$ cat src/rtl/rstc_pkg.sv
package rstc_pkg;
  localparam int N_CPU   = 4;
  localparam int N_AGENT = 7;
  localparam int AW      = 3;
  localparam int DW      = 8;
  localparam int RW      = 32;
  localparam int PCW     = 18;
  localparam int XCW     = 6;

  localparam logic [AW-1:0] A_SOFT_POR = 3'd0;
  localparam logic [AW-1:0] A_SOFT_XIR = 3'd1;
  localparam logic [AW-1:0] A_WD_ACT   = 3'd2;
  localparam logic [AW-1:0] A_QUIESCE  = 3'd3;
  localparam logic [AW-1:0] A_SYNTH    = 3'd4;
  localparam logic [AW-1:0] A_POR_SRC  = 3'd5;
  localparam logic [AW-1:0] A_XIR_SRC  = 3'd6;

  localparam int PC_SYS    = 4;
  localparam int PC_JTAG   = 5;
  localparam int PC_BTN    = 6;
  localparam int PC_PWR    = 7;
  localparam int PC_FATAL  = 8;
  localparam int PC_SYNTH  = 15;
  localparam int PC_WDOG   = 16;
  localparam int PC_REMOTE = 17;
  localparam int XC_JTAG   = 4;
  localparam int XC_BTN    = 5;

  localparam int QM_LSB    = 4;
  localparam int SY_LOAD   = 0;
  localparam int SY_ROL    = 7;

  localparam logic [PCW-1:0] POR_SRC_PWRUP = PCW'(1) << PC_PWR;
endpackage

$ cat src/rtl/rstc_pulse_reg.sv
module rstc_pulse_reg #(
  parameter int W         = 4,
  parameter int PULSE_LEN = 16
) (
  input  logic         clk,
  input  logic         rst_n,
  input  logic         wr_en,
  input  logic [W-1:0] wdata,
  output logic [W-1:0] q,
  output logic         accept
);
  localparam int CW = $clog2(PULSE_LEN + 1);
  localparam logic [CW-1:0] LAST = CW'(PULSE_LEN - 1);

  logic [CW-1:0] cnt_q;

  assign accept = wr_en && (q == '0) && (wdata != '0);

  always_ff @(posedge clk or negedge rst_n) begin
    if (!rst_n) begin
      q     <= '0;
      cnt_q <= '0;
    end else if (accept) begin
      q     <= wdata;
      cnt_q <= LAST;
    end else if (q != '0) begin
      if (cnt_q == '0) q <= '0;
      else             cnt_q <= cnt_q - 1'b1;
    end
  end
endmodule

$ cat src/rtl/rstc_cause_log.sv
module rstc_cause_log #(
  parameter int          W       = 8,
  parameter logic [W-1:0] RST_VAL = '0
) (
  input  logic         clk,
  input  logic         rst_n,
  input  logic [W-1:0] ev,
  output logic [W-1:0] cause
);
  always_ff @(posedge clk or negedge rst_n) begin
    if (!rst_n)        cause <= RST_VAL;
    else if (ev != '0) cause <= ev;
  end
endmodule

$ cat src/rtl/rst_cause_ctrl.sv
module rst_cause_ctrl
  import rstc_pkg::*;
#(
  parameter int PULSE_LEN = 16
) (
  input  logic               clk,
  input  logic               rst_n,
  input  logic               reg_we,
  input  logic [AW-1:0]      reg_addr,
  input  logic [DW-1:0]      reg_wdata,
  output logic [RW-1:0]      reg_rdata,
  input  logic               wdog_i,
  input  logic               jtag_por_i,
  input  logic               btn_por_i,
  input  logic               remote_i,
  input  logic [N_AGENT-1:0] fatal_i,
  input  logic               jtag_xir_i,
  input  logic               btn_xir_i,
  output logic [N_CPU-1:0]   cpu_por_o,
  output logic [N_CPU-1:0]   cpu_xir_o,
  output logic               sys_rst_o
);
  localparam int NREG = 1 << AW;
  localparam int PW   = N_CPU + 1;

  logic [NREG-1:0]    wsel;
  logic [PW-1:0]      soft_por_q;
  logic [N_CPU-1:0]   soft_xir_q;
  logic               por_acc, xir_acc;
  logic               wd_act_q;
  logic [DW-1:0]      quiesce_q;
  logic               syn_load_q, syn_rol_q, syn_cond_d;
  logic               syn_cond;
  logic [N_AGENT-1:0] fatal_mask, fatal_eff;
  logic [PCW-1:0]     por_ev, por_cause;
  logic [XCW-1:0]     xir_ev, xir_cause;
  logic               sys_ev_q, xir_all_q;

  for (genvar a = 0; a < NREG; a++) begin : g_wsel
    assign wsel[a] = reg_we && (reg_addr == AW'(a));
  end

  rstc_pulse_reg #(.W(PW), .PULSE_LEN(PULSE_LEN)) u_soft_por (
    .clk(clk), .rst_n(rst_n), .wr_en(wsel[A_SOFT_POR]),
    .wdata(reg_wdata[PW-1:0]), .q(soft_por_q), .accept(por_acc)
  );

  rstc_pulse_reg #(.W(N_CPU), .PULSE_LEN(PULSE_LEN)) u_soft_xir (
    .clk(clk), .rst_n(rst_n), .wr_en(wsel[A_SOFT_XIR]),
    .wdata(reg_wdata[N_CPU-1:0]), .q(soft_xir_q), .accept(xir_acc)
  );

  always_ff @(posedge clk or negedge rst_n) begin
    if (!rst_n) begin
      wd_act_q   <= 1'b0;
      quiesce_q  <= '0;
      syn_load_q <= 1'b0;
      syn_rol_q  <= 1'b0;
      syn_cond_d <= 1'b0;
      sys_ev_q   <= 1'b0;
      xir_all_q  <= 1'b0;
    end else begin
      if (wsel[A_WD_ACT])  wd_act_q  <= reg_wdata[0];
      if (wsel[A_QUIESCE]) quiesce_q <= reg_wdata;
      if (wsel[A_SYNTH]) begin
        syn_load_q <= reg_wdata[SY_LOAD];
        syn_rol_q  <= reg_wdata[SY_ROL];
      end
      syn_cond_d <= syn_cond;
      sys_ev_q   <= |por_ev[PCW-1:PC_JTAG];
      xir_all_q  <= jtag_xir_i | btn_xir_i;
    end
  end

  assign syn_cond   = syn_load_q && syn_rol_q;
  assign fatal_mask = {{(N_AGENT-N_CPU){1'b0}}, quiesce_q[QM_LSB +: N_CPU]};
  assign fatal_eff  = fatal_i & ~fatal_mask;

  always_comb begin
    por_ev = '0;
    if (por_acc) por_ev[PW-1:0] = reg_wdata[PW-1:0];
    por_ev[PC_JTAG]                   = jtag_por_i;
    por_ev[PC_BTN]                    = btn_por_i;
    por_ev[PC_FATAL +: N_AGENT]       = fatal_eff;
    por_ev[PC_SYNTH]                  = syn_cond && !syn_cond_d;
    por_ev[PC_WDOG]                   = wdog_i && wd_act_q;
    por_ev[PC_REMOTE]                 = remote_i;
    xir_ev = '0;
    if (xir_acc) xir_ev[N_CPU-1:0] = reg_wdata[N_CPU-1:0];
    xir_ev[XC_JTAG] = jtag_xir_i;
    xir_ev[XC_BTN]  = btn_xir_i;
  end

  rstc_cause_log #(.W(PCW), .RST_VAL(POR_SRC_PWRUP)) u_por_log (
    .clk(clk), .rst_n(rst_n), .ev(por_ev), .cause(por_cause)
  );

  rstc_cause_log #(.W(XCW), .RST_VAL('0)) u_xir_log (
    .clk(clk), .rst_n(rst_n), .ev(xir_ev), .cause(xir_cause)
  );

  assign sys_rst_o = soft_por_q[N_CPU] | sys_ev_q;
  assign cpu_por_o = soft_por_q[N_CPU-1:0] | {N_CPU{sys_rst_o}};
  assign cpu_xir_o = soft_xir_q | {N_CPU{xir_all_q}};

  always_comb begin
    unique case (reg_addr)
      A_SOFT_POR: reg_rdata = RW'(soft_por_q);
      A_SOFT_XIR: reg_rdata = RW'(soft_xir_q);
      A_WD_ACT:   reg_rdata = RW'(wd_act_q);
      A_QUIESCE:  reg_rdata = RW'(quiesce_q);
      A_SYNTH:    reg_rdata = RW'({syn_rol_q, 6'b0, syn_load_q});
      A_POR_SRC:  reg_rdata = RW'(por_cause);
      A_XIR_SRC:  reg_rdata = RW'(xir_cause);
      default:    reg_rdata = '0;
    endcase
  end
endmodule

$ cat config.mk
export PLATFORM = sky130hd
export DESIGN_NAME = rst_cause_ctrl
export DESIGN_NICKNAME = d
export VERILOG_FILES = /design/src/rtl/rstc_pkg.sv /design/src/rtl/rstc_pulse_reg.sv /design/src/rtl/rstc_cause_log.sv /design/src/rtl/rst_cause_ctrl.sv
export SDC_FILE = /design/constraint.sdc
export NUM_CORES = 1
export LEC_CHECK = 0
export BUFFER_PORTS_ARGS = -buffer_cell sky130_fd_sc_hd__buf_2
export CORE_ASPECT_RATIO = 1.1
export CORE_MARGIN = 2
export CORE_UTILIZATION = 48
export DETAILED_ROUTE_END_ITERATION = 8
export PLACE_DENSITY = 0.75
export RECOVER_POWER = 100
export SETUP_SLACK_MARGIN = 0.15
export SYNTH_ARGS = -nofsm -noshare
export SYNTH_HDL_FRONTEND = slang
export SYNTH_SLANG_ARGS = --single-unit
export TNS_END_PERCENT = 30
$ cat constraint.sdc
create_clock -name clk -period 2.4 [get_ports clk]
set_input_delay 0.48 -clock clk [delete_from_list [all_inputs] [get_ports clk]]
set_output_delay 0.48 -clock clk [all_outputs]
set_load 0.02 [all_outputs]
==> results.sh, run 1 <==
export IMPL_wl_met2_um=3150
export IMPL_worstSetupStartpointType="register"
export IMPL_ys_seq_area_share_pct=48.7
export IMPL_grt_total_usage_pct=21.0
export IMPL_finalHoldViolCount=0
export IMPL_grt_pass1_wl_um=10900
export IMPL_clock_tree_buffer_depth=2
export IMPL_total_power_mw=3.07
export IMPL_rsz0062_at_grt="false"
export IMPL_top_layer_used="met4"
export IMPL_cts_htree_levels=3
export IMPL_postPlaceCellArea_mm2=0.00326
export IMPL_fin_setup_tns_ns=0
export IMPL_post_cts_buffers=0
export IMPL_synth_yosys_warnings=0
export IMPL_timing_final_crit_period_ns=2.21
export IMPL_reg2reg_slack_ns=0.19
export IMPL_wl_met1_um=3040
export IMPL_dr_pass1_iters=4
export IMPL_fin_crit_sh_pct=92.1
export IMPL_first_global_vias=2175
export IMPL_path_clk_slew_ns=0.06
export IMPL_crit_fanout=16
export IMPL_syn_area_mm2=0.00293
export IMPL_clock_latency_ns=0.33
export IMPL_drv_slew=0
export IMPL_dieArea_mm2=0.00675
export IMPL_layout_common_cells="dfrtp_1, clkbuf_1, nand2_1, buf_2, conb_1"
export IMPL_wl_um=6630
export IMPL_ys_seq_elements=57
export IMPL_placed_cells_incl_taps=407
export IMPL_coreArea_mm2=0.00584
export IMPL_yosysTopAreaCell="dfrtp_1"
export IMPL_max_freq_mhz=452
export IMPL_die_h_um=86
export IMPL_tightestPinTransition_ns=1.40
export IMPL_synth_edff_count=0
export IMPL_postCtsHoldBufs=0
export IMPL_status="completed"
export IMPL_root_buffer="clkbuf_8"
export IMPL_drcViolationCount=0
export IMPL_yosysUniqueCellTypes=46
export IMPL_power_density_mw_per_mm2=907
export IMPL_place_congestion=0.856
export IMPL_mostFrequentLayoutCell="dfrtp_1"
export IMPL_drt_iter0_drc=157
export IMPL_die_w_um=78.5
export IMPL_fin_area_mm2=0.00339
export IMPL_pin_count=68
export IMPL_critPathKind="reg -> reg"
export IMPL_fin_util_pct=58.0
export IMPL_wl_per_cell_um=15.7
export IMPL_async_reset_ff_share_pct=100
export IMPL_io_buffers=53
export IMPL_dp_worst_setup_slack_ns=0.174
export IMPL_cts_resized=0
export IMPL_syn_area_per_cell_um2=10.4
export IMPL_cts_made_buffers=9
export IMPL_skew_ns=0.00669
export IMPL_grt_max_degree=34
export IMPL_synth_area_leaders="dfrtp_1, mux2_2, nand2_1"
export IMPL_initial_core_util_pct=50.2
export IMPL_cts_tree="done"
export IMPL_yosysTopAreaCellShare_pct=47.8
export IMPL_vias=2287
export IMPL_maxSlewHeadroom_pct=6.64
export IMPL_antenna_found_initial=0
export IMPL_cp_end_kind="register"
export IMPL_hp_class="in -> reg"
export IMPL_n_antenna_cell=0
export IMPL_drv_cap=0
export IMPL_r2r_cells=5
export IMPL_met3_length_um=360
export IMPL_area_delta_synth_final_pct=15.5
export IMPL_cp_startpoint="u_soft_por.q[1]"
export IMPL_cp_data_required_time_ns=2.62
export IMPL_dp_hpwl_um=4900
export IMPL_cp_endpoint="u_por_log.cause[16]"
export IMPL_drive_gt1_share_pct=20.5
export IMPL_core_rowCount=29
export IMPL_setup_viol=0
export IMPL_cts_sinks=57
export IMPL_peakVddDrop_uv=515
export IMPL_whs_ns=0.336
export IMPL_rr_endpoint="u_por_log.cause[16]"
export IMPL_grt_ovfl_total=0
export IMPL_netlist_instances=282
export IMPL_ant_nets=0
export IMPL_r2r_start="u_soft_por.q[1]"
export IMPL_yosys_most_used_dff="dfrtp_1"
export IMPL_finalNetCount=372
export IMPL_worst_slack_ns=0.189
export IMPL_final_cells=423
export IMPL_power_leakage_nw=1.63
export IMPL_viasPerCell=5.41
export IMPL_crit_arrival_ns=2.43
cells in the mapped netlist, types with 2 or more instances:
| cell type | number |
|---|---|
| nand2_1 | 29 |
| mux2_2 | 13 |
| nand4_1 | 2 |
| o21ai_0 | 4 |
| or4_1 | 3 |
| dfrtp_1 | 56 |
| nor3b_1 | 2 |
| a21oi_1 | 8 |
| inv_1 | 8 |
| xnor2_1 | 2 |
| nor4_1 | 2 |
| and2_1 | 12 |
| buf_4 | 14 |
| buf_6 | 3 |
| nor2_1 | 11 |
| a221oi_1 | 3 |
| nor3_1 | 3 |
| nand3_1 | 13 |
| mux2i_1 | 2 |
| ha_1 | 4 |
| o21ai_1 | 3 |
| nor2b_1 | 7 |
| a22o_1 | 11 |
| clkbuf_1 | 11 |
| a22oi_1 | 3 |
| a21o_1 | 11 |
| and3b_1 | 2 |
| or4b_1 | 3 |
| or2_2 | 5 |
| or3_1 | 4 |
| xor2_1 | 5 |
| nand2b_1 | 2 |
| nand3b_1 | 2 |
| and3_1 | 3 |
| o211ai_1 | 5 |
critical path, cell delays in order, from the launching register on:
cell       delay (ns)
dfrtp_1          0.42
or4_1            0.69
a2111oi_4        0.39
and3b_1          0.22
buf_4            0.19
a22o_1           0.19
state kept, by name, summed over array words and instances (netlist names):
| signal | flops |
|---|---|
| quiesce_q | 8 |
| syn_cond_d | 1 |
| syn_load_q | 1 |
| syn_rol_q | 1 |
| sys_ev_q | 1 |
| u_por_log.cause | 18 |
| u_soft_por.cnt_q | 5 |
| u_soft_por.q | 5 |
| u_soft_xir.cnt_q | 5 |
| u_soft_xir.q | 4 |
| u_xir_log.cause | 6 |
| wd_act_q | 1 |
| xir_all_q | 1 |
worst min-delay path by stage:
stage / start / endpoint / slack, ns / cells after the start
floorplan: rst_n / quiesce_q[0] / 0.18 / 0
global placement: u_por_log.cause[13] / u_por_log.cause[13] / 0.45 / 1
detailed placement: u_por_log.cause[11] / u_por_log.cause[11] / 0.46 / 1
CTS: rst_n / u_soft_xir.cnt_q[4] / 0.15 / 1
global route: fatal_i[5] / u_por_log.cause[13] / 0.32 / 2
finish: fatal_i[4] / u_por_log.cause[12] / 0.34 / 2
logic make-up (layout without fill, tap and decap cells):
group                    Yosys count  in the layout  share of synthesized area (%)
AND/OR/NAND/NOR                  109            109                           20.4
buffers and inverters             36             87                           7.16
adder cells (fa/ha/maj)            4              4                           1.71
other                              1             14                          0.128
XOR/XNOR                           7              7                           2.09
flip-flops                        57             57                           48.7
multiplexers                      16             16                           6.44
AO/OA/AOI/OAI                     52             52                           13.4
layout make-up:
cell class / count / area [um2]
Fill cell: 524 / 2450
Sequential cell: 57 / 1430
Multi-Input combinational cell: 202 / 1350
Timing Repair Buffer: 63 / 305
Clock buffer: 13 / 169
Tap cell: 77 / 96.3
Inverter: 8 / 30.0
Clock inverter: 3 / 15.0
power breakdown:
group          leakage, nW  internal, mW  switching (mW)
Sequential           0.705          1.19           0.226
Combinational        0.830         0.373           0.464
Clock               0.0992         0.454           0.366
layer usage:
layer | global-route usage [%] | vias up
li1 | - | 1089
met2 | 31.1 | 81
met3 | 5.68 | 10
met5 | 0 | -
met1 | 29.5 | 1107
met4 | 8.29 | 0
(Power assumes the default switching activity.)
==> inputs of run 2 (changes only) <==
Settings changed: CORE_UTILIZATION 48 to 54, PLACE_DENSITY 0.75 to 0.79, SYNTH_HIERARCHICAL set to 1.
Clock period 2.4 ns to 2.35 ns, I/O delays scaled along.
==> results.sh, run 2 <==
export IMPL_status="completed"
export IMPL_cts_sinks=57
export IMPL_initial_core_util_pct=55.0
export IMPL_max_freq_mhz=460
export IMPL_syn_area_mm2=0.00311
export IMPL_async_reset_ff_share_pct=100
export IMPL_yosysTopAreaCellShare_pct=45.1
export IMPL_power_leakage_nw=1.64
export IMPL_maxSlewHeadroom_pct=14.2
export IMPL_crit_slowest_cell="nor2b_1"
export IMPL_dieArea_mm2=0.00638
export IMPL_vias=2523
export IMPL_clock_latency_ns=0.34
export IMPL_worstSetupStartpointType="input port"
export IMPL_wl_per_cell_um=16.7
export IMPL_cts_tree="done"
export IMPL_setup_viol=0
export IMPL_die_h_um=83.6
export IMPL_viasPerCell=5.75
export IMPL_grt_ovfl_total=0
export IMPL_tightestPinTransition_ns=1.29
export IMPL_finalNetCount=386
export IMPL_critPathKind="in -> out"
export IMPL_fin_setup_tns_ns=0
export IMPL_netlist_instances=278
export IMPL_largest_reg_flops=18
export IMPL_postCtsHoldBufs=0
export IMPL_synth_area_leaders="dfrtp_1, mux2_2, buf_4"
export IMPL_r2r_cells=6
export IMPL_mostFrequentLayoutCell="dfrtp_1"
export IMPL_dp_hpwl_um=5500
export IMPL_ant_nets=0
export IMPL_yosysMostFrequentCell="dfrtp_1"
export IMPL_peakVddDrop_uv=561
export IMPL_crit_fanout=13
export IMPL_dp_worst_setup_slack_ns=-0.133
export IMPL_core_rowCount=29
export IMPL_drv_cap=0
export IMPL_timing_final_crit_period_ns=2.17
export IMPL_path_clk_slew_ns=0.07
export IMPL_skew_ns=0.0111
export IMPL_power_density_mw_per_mm2=912
export IMPL_rsz0062_at_grt="false"
export IMPL_rr_endpoint="u_soft_por/q[3]"
export IMPL_r2r_start="u_soft_por/cnt_q[0]"
export IMPL_total_power_mw=3.33
export IMPL_fin_crit_sh_pct=92.5
export IMPL_first_global_vias=2423
export IMPL_hp_class="in -> reg"
export IMPL_cts_made_buffers=9
export IMPL_cts_resized=0
export IMPL_crit_chain="buf_2, nor2b_1, a22oi_1, a21boi_0, clkbuf_1"
export IMPL_finalHoldViolCount=0
export IMPL_n_antenna_cell=0
export IMPL_cp_endpoint="reg_rdata[2]"
export IMPL_synth_yosys_warnings=6
export IMPL_top_regs="u_por_log/cause (18), quiesce_q (8), u_xir_log/cause (6)"
export IMPL_area_delta_synth_final_pct=17.4
export IMPL_grt_max_degree=27
export IMPL_yosysUniqueCellTypes=60
export IMPL_layout_common_cells="dfrtp_1, clkbuf_1, buf_2, buf_4"
export IMPL_antenna_found_initial=0
export IMPL_drt_iter0_drc=207
export IMPL_worst_slack_ns=0.175
export IMPL_ys_seq_elements=57
export IMPL_root_buffer="clkbuf_8"
export IMPL_drv_slew=0
export IMPL_drcViolationCount=0
export IMPL_ys_seq_area_share_pct=45.9
export IMPL_grt_total_usage_pct=24.6
export IMPL_reg2reg_slack_ns=0.19
export IMPL_place_congestion=0.811
export IMPL_drive_gt1_share_pct=29.3
export IMPL_syn_area_per_cell_um2=11.2
export IMPL_cp_end_kind="output pin"
export IMPL_yosys_most_used_dff="dfrtp_1"
export IMPL_synthTopCellsByCount="dfrtp_1, buf_4, a31o_1, mux2_2, and2_1"
export IMPL_fill_cells=486
export IMPL_die_w_um=76.4
export IMPL_yosysTopAreaCell="dfrtp_1"
export IMPL_wl_um=7330
export IMPL_synth_edff_count=0
export IMPL_grt_pass1_wl_um=12300
export IMPL_cp_data_required_time_ns=1.88
export IMPL_clock_tree_buffer_depth=2
export IMPL_pin_count=68
export IMPL_largest_register="u_por_log/cause"
export IMPL_cp_startpoint="reg_addr[1]"
export IMPL_io_buffers=53
export IMPL_coreArea_mm2=0.00566
export IMPL_slowest_delay_ns=0.34
export IMPL_dr_pass1_iters=4
export IMPL_post_cts_buffers=2
export IMPL_crit_arrival_ns=1.70
export IMPL_cts_htree_levels=3
run 2: routing by layer:
metal	track usage [%]	wire (um)	up-vias
li1	-	-	1181
met1	35.9	3360	1227
met2	36.4	3400	103
met3	3.79	429	12
met4	11.1	140	0
met5	0	0	-
run 2: cells by family after synthesis:
logic type | share of synthesized area [%]
simple gates | 20.3
other cells | 0.121
fa+ha+maj | 0.804
xor+xnor | 0.563
compound gates | 18.7
buf+inv | 7.20
flops | 45.9
mux | 6.40
run 2: worst max-delay path, delay by kind of cell:
kind            cells  cell delay [ns]
buf+inv             2             0.51
simple gates        1             0.34
compound gates      2             0.38
run 2: cell type report:
type / count / area (um2) / area share (%)
inverters: 10 / 37.5 / 1.03
repair buffers: 79 / 422 / 11.5
clock inverters: 3 / 40.0 / 1.10
multi-input cells: 200 / 1480 / 40.5
flip-flops and latches: 57 / 1430 / 39.1
well taps: 77 / 96.3 / 2.64
clock buffers: 13 / 149 / 4.08
run 2: where the power goes:
group          internal [mW]  switching, mW  leakage (nW)  total (mW)
sequential              1.21          0.219         0.707        1.43
combinational          0.477          0.539         0.840        1.02
clock                  0.516          0.367        0.0974       0.883
total                   2.20           1.13          1.64        3.33
run 2: worst min-delay path by stage:
| stage | startpoint | endpoint | slack [ns] | depth (start not counted) |
|---|---|---|---|---|
| after global placement | u_por_log/cause[12] | u_por_log/cause[12] | 0.48 | 1 |
| after floorplan | rst_n | quiesce_q[0] | 0.17 | 0 |
| after global routing | btn_por_i | u_por_log/cause[6] | 0.37 | 2 |
| after detailed placement | rst_n | u_soft_xir/cnt_q[2] | 0.49 | 1 |
| final | btn_por_i | u_por_log/cause[6] | 0.36 | 2 |
| after CTS | rst_n | u_soft_xir/cnt_q[2] | 0.13 | 1 |
run 2: through the flow:
step                instance area [um2]  utilization [%]  hold slack, ns  cells
floorplan                          3200                -           0.174    293
global placement                   3560             63.0           0.477    421
global route                       3650             64.5           0.365    439
CTS                                3770             66.6           0.129    439
finish                             3650             64.5           0.356    439
detailed placement                 3560             63.0           0.489    421
